[src/rtl/wordstate_pkg.sv]
package wordstate_pkg;
   typedef enum logic [1:0] {
      W_INV = 2'b00,
      W_VAL = 2'b01,
      W_REG = 2'b10
   } wstate_t;

   typedef enum logic [1:0] {
      OP_LOAD   = 2'b00,
      OP_STORE  = 2'b01,
      OP_SYNCLD = 2'b10,
      OP_SYNCST = 2'b11
   } acc_op_t;

   function automatic logic op_is_store(input acc_op_t op);
      return (op == OP_STORE) || (op == OP_SYNCST);
   endfunction

   function automatic logic access_hits(input acc_op_t op, input wstate_t s);
      if (op == OP_LOAD) return s != W_INV;
      return s == W_REG;
   endfunction
endpackage

[src/rtl/word_cell.sv]
module word_cell
   import wordstate_pkg::*;
#(
   parameter bit KEEP_TOUCHED = 1'b1
) (
   input  logic    clk,
   input  logic    rst_n,
   input  logic    acc_en,
   input  logic    acc_store,
   input  logic    fill_en,
   input  wstate_t fill_state,
   input  logic    fwd_en,
   input  logic    selfinv,
   output wstate_t state,
   output logic    touched,
   output logic    give_up
);
   wstate_t st_q, st_d;
   logic    tch_q, tch_d;
   logic    drop_valid;

   generate
      if (KEEP_TOUCHED) begin : g_keep
         assign drop_valid = !tch_q;
      end else begin : g_all
         assign drop_valid = 1'b1;
      end
   endgenerate

   always_comb begin
      st_d    = st_q;
      tch_d   = tch_q;
      give_up = 1'b0;
      if (selfinv) begin
         if (st_d == W_VAL && drop_valid) st_d = W_INV;
         tch_d = 1'b0;
      end
      if (acc_en) begin
         tch_d = 1'b1;
         if (acc_store) st_d = W_REG;
      end
      if (fill_en) begin
         st_d  = fill_state;
         tch_d = 1'b1;
      end
      if (fwd_en && st_d == W_REG) begin
         give_up = 1'b1;
         st_d    = W_INV;
      end
   end

   always_ff @(posedge clk) begin
      if (!rst_n) begin
         st_q  <= W_INV;
         tch_q <= 1'b0;
      end else begin
         st_q  <= st_d;
         tch_q <= tch_d;
      end
   end

   assign state   = st_q;
   assign touched = tch_q;

   assert_legal_R1: assert property (@(posedge clk) disable iff (!rst_n)
      st_q inside {W_INV, W_VAL, W_REG});
   assert_store_reg_R3: assert property (@(posedge clk) disable iff (!rst_n)
      (acc_en && acc_store && !fwd_en) |=> (st_q == W_REG));
   assert_keep_reg_R5: assert property (@(posedge clk) disable iff (!rst_n)
      (selfinv && st_q == W_REG && !fwd_en && !fill_en) |=> (st_q == W_REG));
   assert_fwd_drop_R6: assert property (@(posedge clk) disable iff (!rst_n)
      (fwd_en && st_q == W_REG && !acc_en && !fill_en) |=> (st_q == W_INV));
   assert_touch_R8: assert property (@(posedge clk) disable iff (!rst_n)
      (acc_en && !selfinv) |=> tch_q);
endmodule

[src/rtl/miss_tracker.sv]
module miss_tracker
   import wordstate_pkg::*;
#(
   parameter int IDX_W = 3
) (
   input  logic             clk,
   input  logic             rst_n,
   input  logic             start,
   input  acc_op_t          start_op,
   input  logic [IDX_W-1:0] start_idx,
   input  logic             ack,
   output logic             pend,
   output logic             done,
   output logic             fill_en,
   output wstate_t          fill_state,
   output logic [IDX_W-1:0] fill_idx,
   output logic             out_valid,
   output logic             out_kind,
   output logic [IDX_W-1:0] out_idx
);
   acc_op_t pend_op;

   always_ff @(posedge clk) begin
      if (!rst_n) begin
         pend      <= 1'b0;
         pend_op   <= OP_LOAD;
         fill_idx  <= '0;
         out_valid <= 1'b0;
         out_kind  <= 1'b0;
         out_idx   <= '0;
      end else begin
         out_valid <= start;
         if (start) begin
            pend     <= 1'b1;
            pend_op  <= start_op;
            fill_idx <= start_idx;
            out_kind <= (start_op != OP_LOAD);
            out_idx  <= start_idx;
         end else if (ack && pend) begin
            pend <= 1'b0;
         end
      end
   end

   assign done       = ack && pend;
   assign fill_en    = done && !op_is_store(pend_op);
   assign fill_state = (pend_op == OP_LOAD) ? W_VAL : W_REG;

   assert_single_R7: assert property (@(posedge clk) disable iff (!rst_n)
      pend |-> !start);
endmodule

[src/rtl/wordstate_ctl.sv]
module wordstate_ctl
   import wordstate_pkg::*;
#(
   parameter int NWORDS       = 8,
   parameter bit KEEP_TOUCHED = 1'b1,
   localparam int IDX_W       = (NWORDS > 1) ? $clog2(NWORDS) : 1
) (
   input  logic             clk,
   input  logic             rst_n,
   input  logic             req_valid,
   output logic             req_ready,
   input  logic [1:0]       req_op,
   input  logic [IDX_W-1:0] req_idx,
   output logic             rsp_valid,
   output logic             rsp_hit,
   output logic             out_valid,
   output logic             out_kind,
   output logic [IDX_W-1:0] out_idx,
   input  logic             ack_valid,
   input  logic             fwd_valid,
   input  logic [IDX_W-1:0] fwd_idx,
   output logic             xfer_valid,
   output logic [IDX_W-1:0] xfer_idx,
   input  logic             selfinv
);
   initial begin
      if (NWORDS < 2 || (NWORDS & (NWORDS - 1)) != 0)
         $error("NWORDS must be a power of two, at least 2");
   end

   wstate_t          st_vec [NWORDS];
   logic [NWORDS-1:0] tch_vec, give_vec;
   logic             pend, done, fill_en;
   wstate_t          fill_state;
   logic [IDX_W-1:0] fill_idx;
   acc_op_t          op;
   wstate_t          cur;
   logic             accept, hit;

   assign op        = acc_op_t'(req_op);
   assign req_ready = !pend && !selfinv;
   assign accept    = req_valid && req_ready;
   assign cur       = st_vec[req_idx];
   assign hit       = access_hits(op, cur);

   miss_tracker #(.IDX_W(IDX_W)) u_miss (
      .clk(clk), .rst_n(rst_n),
      .start(accept && !hit), .start_op(op), .start_idx(req_idx),
      .ack(ack_valid), .pend(pend), .done(done),
      .fill_en(fill_en), .fill_state(fill_state), .fill_idx(fill_idx),
      .out_valid(out_valid), .out_kind(out_kind), .out_idx(out_idx)
   );

   generate
      for (genvar w = 0; w < NWORDS; w++) begin : g_word
         word_cell #(.KEEP_TOUCHED(KEEP_TOUCHED)) u_cell (
            .clk(clk), .rst_n(rst_n),
            .acc_en(accept && req_idx == IDX_W'(w)),
            .acc_store(op_is_store(op)),
            .fill_en(fill_en && fill_idx == IDX_W'(w)),
            .fill_state(fill_state),
            .fwd_en(fwd_valid && fwd_idx == IDX_W'(w)),
            .selfinv(selfinv),
            .state(st_vec[w]),
            .touched(tch_vec[w]),
            .give_up(give_vec[w])
         );
      end
   endgenerate

   always_ff @(posedge clk) begin
      if (!rst_n) begin
         rsp_valid  <= 1'b0;
         rsp_hit    <= 1'b0;
         xfer_valid <= 1'b0;
         xfer_idx   <= '0;
      end else begin
         rsp_valid  <= (accept && hit) || done;
         rsp_hit    <= accept && hit;
         xfer_valid <= |give_vec;
         xfer_idx   <= fwd_idx;
      end
   end

   assert_stall_R7: assert property (@(posedge clk) disable iff (!rst_n)
      out_valid |-> !req_ready);
   assert_ack_rsp_R7: assert property (@(posedge clk) disable iff (!rst_n)
      (ack_valid && !req_ready && !selfinv) |=> (rsp_valid && !rsp_hit));
   assert_sync_hit_R4: assert property (@(posedge clk) disable iff (!rst_n)
      (accept && op == OP_SYNCLD && cur == W_REG) |=> (rsp_valid && rsp_hit));
   assert_load_hit_R2: assert property (@(posedge clk) disable iff (!rst_n)
      (accept && op == OP_LOAD && cur != W_INV) |=> (rsp_valid && rsp_hit && !out_valid));
   assert_no_xfer_R6: assert property (@(posedge clk) disable iff (!rst_n)
      !fwd_valid |=> !xfer_valid);
endmodule

[config.mk]
export PLATFORM = sky130hd
export DESIGN_NAME = wordstate_ctl
export DESIGN_NICKNAME = d
export VERILOG_FILES = /design/src/rtl/wordstate_pkg.sv /design/src/rtl/word_cell.sv /design/src/rtl/miss_tracker.sv /design/src/rtl/wordstate_ctl.sv
export SDC_FILE = /design/constraint.sdc
export NUM_CORES = 1
export LEC_CHECK = 0
export BUFFER_PORTS_ARGS = -buffer_cell sky130_fd_sc_hd__buf_2
export CORE_AREA = 2 2 67 69
export DETAILED_ROUTE_END_ITERATION = 16
export DIE_AREA = 0 0 69 71
export PLACE_DENSITY_LB_ADDON = 0.1
export RECOVER_POWER = 50
export SLEW_MARGIN = 40
export SYNTH_ARGS = -nofsm -noshare
export SYNTH_HDL_FRONTEND = slang
export SYNTH_SLANG_ARGS = --single-unit
[constraint.sdc]
create_clock -name clk -period 3.51 [get_ports clk]
set_input_delay 0.351 -clock clk [delete_from_list [all_inputs] [get_ports clk]]
set_output_delay 0.351 -clock clk [all_outputs]
set_load 0.1 [all_outputs]
## After elaboration in Yosys (flattened, before gate mapping)

Cells that the tools add are included.

- $lt $le $gt $ge: 1
- Equality and inequality tests: 42
- Multiplexer cells: 74
- Bitwise logic cells: 2
- Reductions and logical operators: 86

Operators with widths:

| kind | count |
|---|---|
| 2-bit two-way mux | 43 |
| 1-bit logical AND | 46 |
| 3-bit == test (second input constant) | 12 |
| 1-bit two-way mux | 30 |
| 3-bit nonzero test | 8 |
| 2-bit == test (second input constant) | 11 |
| 2-bit by 1-bit == test with 1-bit output (second input constant) | 10 |
| 3-bit by 2-bit == test with 1-bit output (second input constant) | 6 |
| 2-bit OR reduction | 8 |
| 1-bit zero test | 12 |
| 3-bit by 1-bit == test with 1-bit output (second input constant) | 3 |
| 3-bit zero test | 3 |
| 8-bit OR reduction | 1 |
| 2-bit binary-select mux with 3-bit select | 1 |
| 2-bit nonzero test | 3 |
| 4-bit greater-or-equal comparator (second input constant) | 1 |
| 2-bit zero test | 2 |
| 3-bit NOT with 4-bit output | 1 |
| 1-bit logical OR | 3 |
| 1-bit NOT | 1 |

- Flip-flop bits (word level): 38
- Input port bits: 14
- Output and inout bits: 12
- Word-level logic and storage cells: 230

## Longest topological paths before layout

- Word-level depth: 11
- Mapped depth: 7
- Mapped depth without buffers: 5

## By module

A second synthesis with hierarchy kept.

- Cells, all modules: 228
- Area, all modules: 2282.2 sq um

Modules (own cells, without submodules):

| module | times used | cells each | area an instance (sq um) | seq. area each (sq um) |
|---|---|---|---|---|
| word_cell | 8 | 16 | 176.4 | 60.1 |
| wordstate_ctl | 1 | 68 | 538.0 | 120.1 |
| miss_tracker | 1 | 32 | 332.8 | 160.2 |

## Worst setup path before layout

OpenSTA, ideal clock, no wires.

- Path kind: register to register
- Start point: reg u_miss.fill_idx[1]
- End point: reg xfer_valid
- Library setup time: 0.125 ns
- Data arrival time: 2.483 ns
- Required time: 3.385 ns
- Slack: 0.901 ns
- Cell stages (with the launch flop): 6
- Path buffers: 0
- Period minus slack after synthesis: 2.609 ns
- Cell sequence: dfxtp_1 > nand4_1 > or4_1 > nand4_1 > o32ai_1 > o41a_1

- Cells in the longest elaborated chain, start to end: 7
- Elaborated cells on any way between the ends: 49
- Classes of those cells: 15 x eq/ne; 16 x mux; 18 x reduce/logical

RTL lines:

| element | line | text |
|---|---|---|
| start: declaration | miss_tracker.sv:16 | `output logic [IDX_W-1:0] fill_idx,` |
| start signal: assignment | miss_tracker.sv:36 | `fill_idx <= start_idx;` |
| 3-bit by 1-bit == test with 1-bit output, or another cell as far along | wordstate_ctl.sv:60 | `.fill_en(fill_en && fill_idx == IDX_W'(w)),` |
| 1-bit logical AND | wordstate_ctl.sv:60 |  |
| 2-bit two-way mux | word_cell.sv:42 | `if (fill_en) begin` |
| 2-bit == test | word_cell.sv:46 | `if (fwd_en && st_d == W_REG) begin` |
| 1-bit logical AND | word_cell.sv:46 |  |
| 1-bit two-way mux | word_cell.sv:46 |  |
| 8-bit OR reduction (*) | wordstate_ctl.sv:80 | `xfer_valid <= \|give_vec;` |
| end signal: assignment | wordstate_ctl.sv:80 |  |
| end: declaration | wordstate_ctl.sv:22 | `output logic xfer_valid,` |

Every way passes the cells marked *; elsewhere a longest branch is shown, timed or not.
A chain may end at the register's enable or synchronous reset.

## Final worst setup path

- Start point: reg u_miss.pend_op[0]
- End point: reg xfer_valid

- Cells in the longest elaborated chain, start to end: 10
- Elaborated cells on any way between the ends: 48
- Classes of those cells: 10 x eq/ne; 17 x mux; 21 x reduce/logical

RTL lines:

| element | line | text |
|---|---|---|
| start: declaration | miss_tracker.sv:21 | `acc_op_t pend_op;` |
| start signal: assignment | miss_tracker.sv:35 | `pend_op <= start_op;` |
| 2-bit by 1-bit == test with 1-bit output or 2-bit == test (tied branches) | wordstate_pkg.sv:16 | `return (op == OP_STORE) \|\| (op == OP_SYNCST);` |
| 1-bit logical OR | wordstate_pkg.sv:16 |  |
| 1-bit zero test | miss_tracker.sv:46 | `assign fill_en = done && !op_is_store(pend_op);` |
| 1-bit logical AND | miss_tracker.sv:46 |  |
| 1-bit logical AND | wordstate_ctl.sv:60 |  |
| 2-bit two-way mux | word_cell.sv:42 |  |
| 2-bit == test | word_cell.sv:46 |  |
| 1-bit logical AND | word_cell.sv:46 |  |
| 1-bit two-way mux | word_cell.sv:46 |  |
| 8-bit OR reduction (*) | wordstate_ctl.sv:80 |  |

Marked as above.

==> summary.md <==
| Metric | Value |
|---|---|
| Avg WL per Cell | `17.7 um` |
| Yosys reg bits | `38` |
| CTS tree | `built` |
| Vias in the first global route | `1745` |
| Clock-pin slew of the registers on the worst-case setup and hold paths | `80 ps` |
| Endpoints failing hold | `0` |
| Final nets | `264` |
| Pin count of the biggest net entering global routing | `45` |
| Dpl hpwl | `3.87 mm` |
| Clock Skews | `8.96 ps` |
| GP Congestion | `0.878` |
| Initial Util | `51.6%` |
| Clock sinks | `38` |
| Reg2Reg Depth | `5` |
| Sequential share of the synthesized area | `35.1%` |
| Fin. max-slew vios | `45` |
| Crit end category | `register` |
| Dpl cell area | `2240 um^2` |
| Final setup fails | `0` |
| Mapped Cells | `235` |
| Critical Path Fanout Max | `10` |
| Reg2reg start | `u_miss.pend_op[0]` |
| VDD IR max | `0.000201 V` |
| Post-route minimum period | `2620 ps` |
| Layout cell share with drive strength beyond 1 | `16.3%` |
| Fillers | `400` |
| Status | `complete, but fails checks` |
| Boundary Pins | `26` |
| Clock buffer depth | `2` |
| Hold path start | `fwd_idx[1]` |
| Syn avg cell area | `9.23 um^2` |
| # port buffers | `25` |
| Num CTS Buffers | `5` |
| Leak pwr | `0.806 nW` |
| MaxCap Viol Count | `1` |
| CP max stage delay | `950 ps` |
| CTS resizes | `0` |
| Global-route wire length before repair | `8.75 mm` |
| Area of the core | `4200 um^2` |
| Cell depth of the worst hold path | `2` |
| Maximum clock rate | `0.381 GHz` |
| Async SR Flop Fraction | `0%` |
| Slowest cell on crit path | `nor4_1` |
| Tcrit/Tclk final | `74.7%` |
| Worst Tran Pin Value | `1680 ps` |
| Worst Hold Endpoint | `xfer_idx[1]` |
| Yosys warnings | `0` |
| Worst Path Required | `3700 ps` |
| Rows | `24` |
| RSZ-0062 raised after global routing | `no` |
| CP startpoint | `u_miss.pend_op[0]` |
| Via Count | `1907` |
| Post-synth top flop | `dfxtp_1` |
| Detailed Routing Iterations Pass 1 | `4` |
| Setup CP Type | `reg -> reg` |
| Setup repair bufs after CTS | `0` |
| H-tree Lvls | `2` |
| ANT cells | `0` |
| Post-synthesis cell type count | `63` |
| Arr. time, crit path | `2810 ps` |
| Initial antenna violation count | `0` |
| Post-route DRC | `0` |
| Full die area | `4900 um^2` |
| Worst skew pair latency | `300 ps` |
| Synthesized net count | `249` |
| Max_slew headroom | `-12.2%` |
| Cell Area, Synth | `2170 um^2` |
| Multi-input gate area | `1260 um^2` |
| Reg area | `761 um^2` |
| Commonest non-fill, non-tap cell in the layout | `dfxtp_1` |
| Startpoint types | `register` |
| TNS Setup | `0 ps` |
| CTS Hold Buffers Added | `0` |
| Initial DRC Count | `183` |
| Die W | `69 um` |
| Grt ovf | `0` |
| Synthesis-to-layout area growth | `7.10%` |
| GR Util All Layers | `22.6%` |
| Failing checks | `capacitance limit, slew limit` |
| CP Cell Sequence | `or2_0, nor4_1, and2b_1, o311ai_1, o41a_1` |
| Root buffer cell | `clkbuf_8` |
| Via density | `6.29` |
| Worst Hold Class | `in -> reg` |
| PD cells | `412 nW/um^2` |
| Most frequent cells in the layout | `38 x dfxtp_1, 22 x nand2_1, 13 x clkbuf_1` |
| Detail Route Antenna Nets | `0` |
| Worst r2r dst | `xfer_valid` |
| Number of synthesized flops with an enable pin | `0` |
| Final WL | `5.38 mm` |
| Power Total | `957 uW` |
| Worst R2R Setup Slack | `890 ps` |
| Final instance area | `2320 um^2` |
| Die height | `71 um` |
metal layers:
metal  up-vias  wire length (um)  GRT usage, %
met5         -                 0             0
li1        916                 -             -
met3        10               334          4.56
met4         0                99          9.59
met1       913              2530          31.0
met2        68              2410          34.9
area by class of cell:
type                            count  area share (%)
Multi-Input combinational cell    175            54.2
Sequential cell                    38            32.8
Clock buffer                        8            4.74
Tap cell                           52            2.80
Timing Repair Buffer               25            4.69
Inverter                            5           0.808
worst max path at each step:
| stage | to | slack (ps) | cells after the start |
|---|---|---|---|
| 6_report | xfer_valid | 890 | 5 |
| 5_1_grt | xfer_valid | 710 | 5 |
| 4_1_cts | xfer_valid | 1360 | 5 |
| 3_5_place_dp | u_miss.out_kind | 1300 | 6 |
| 3_3_place_gp | u_miss.out_kind | 1290 | 6 |
| 2_1_floorplan | xfer_valid | 900 | 5 |
report_power, final:
part,switching (mW),leakage [nW],internal [mW]
Clock,0.162,0.0575,0.199
Combinational,0.105,0.440,0.0366
Sequential,0.0129,0.308,0.442
Total,0.280,0.806,0.677
stage by stage:
stage	std cells	hold slack, ps	worst slack [ps]	utilization [%]
detailed placement	295	453	1300	53.4
global route	303	319	709	55.2
finish	303	314	887	55.2
floorplan	235	446	901	-
CTS	303	313	1360	56.0
global placement	295	447	1290	53.4
cells by family (layout without fill, tap and decap cells):
family	count (synthesis)	count (layout)	share of synthesized area (%)
compound gates	64	64	21.8
buf+inv	22	38	6.17
flops	38	38	35.1
mux	12	12	7.85
simple gates	99	99	29.1
critical path: cells and delay by family, from the launching register on:
| family | cells | cell delay (ps) |
|---|---|---|
| compound gates | 2 | 520 |
| flops | 1 | 410 |
| simple gates | 3 | 1580 |
cells in the mapped netlist (3+ instances only):
master | number | area share, %
inv_1 | 5 | 0.87
mux4_2 | 4 | 4.2
mux2i_1 | 8 | 3.7
and2_1 | 6 | 1.7
nor2_1 | 12 | 2.1
a21boi_0 | 9 | 3.1
o31ai_1 | 5 | 1.7
nand2_1 | 22 | 3.8
buf_6 | 3 | 1.6
o311ai_0 | 3 | 1.2
clkbuf_1 | 5 | 0.87
or4_1 | 4 | 1.4
nor3_1 | 7 | 1.6
nand4_1 | 4 | 1.2
o22ai_1 | 7 | 2.0
or3_1 | 3 | 0.87
and2b_2 | 3 | 1.2
a21oi_1 | 12 | 2.8
dfxtp_1 | 38 | 35
buf_2 | 4 | 0.92
nor2b_1 | 8 | 2.3
o21ai_0 | 5 | 1.2
state kept, by name, summed over array words and instances (netlist names):
name and flops:
u_miss.fill_idx 3, xfer_valid 1, u_miss.out_valid 1, u_miss.out_kind 1, u_miss.pend 1, u_miss.pend_op 2, xfer_idx 3, g_word.u_cell.touched 8
rsp_hit 1, g_word.u_cell.state 16, rsp_valid 1
Note: power is estimated with default switching activity, not from simulation.
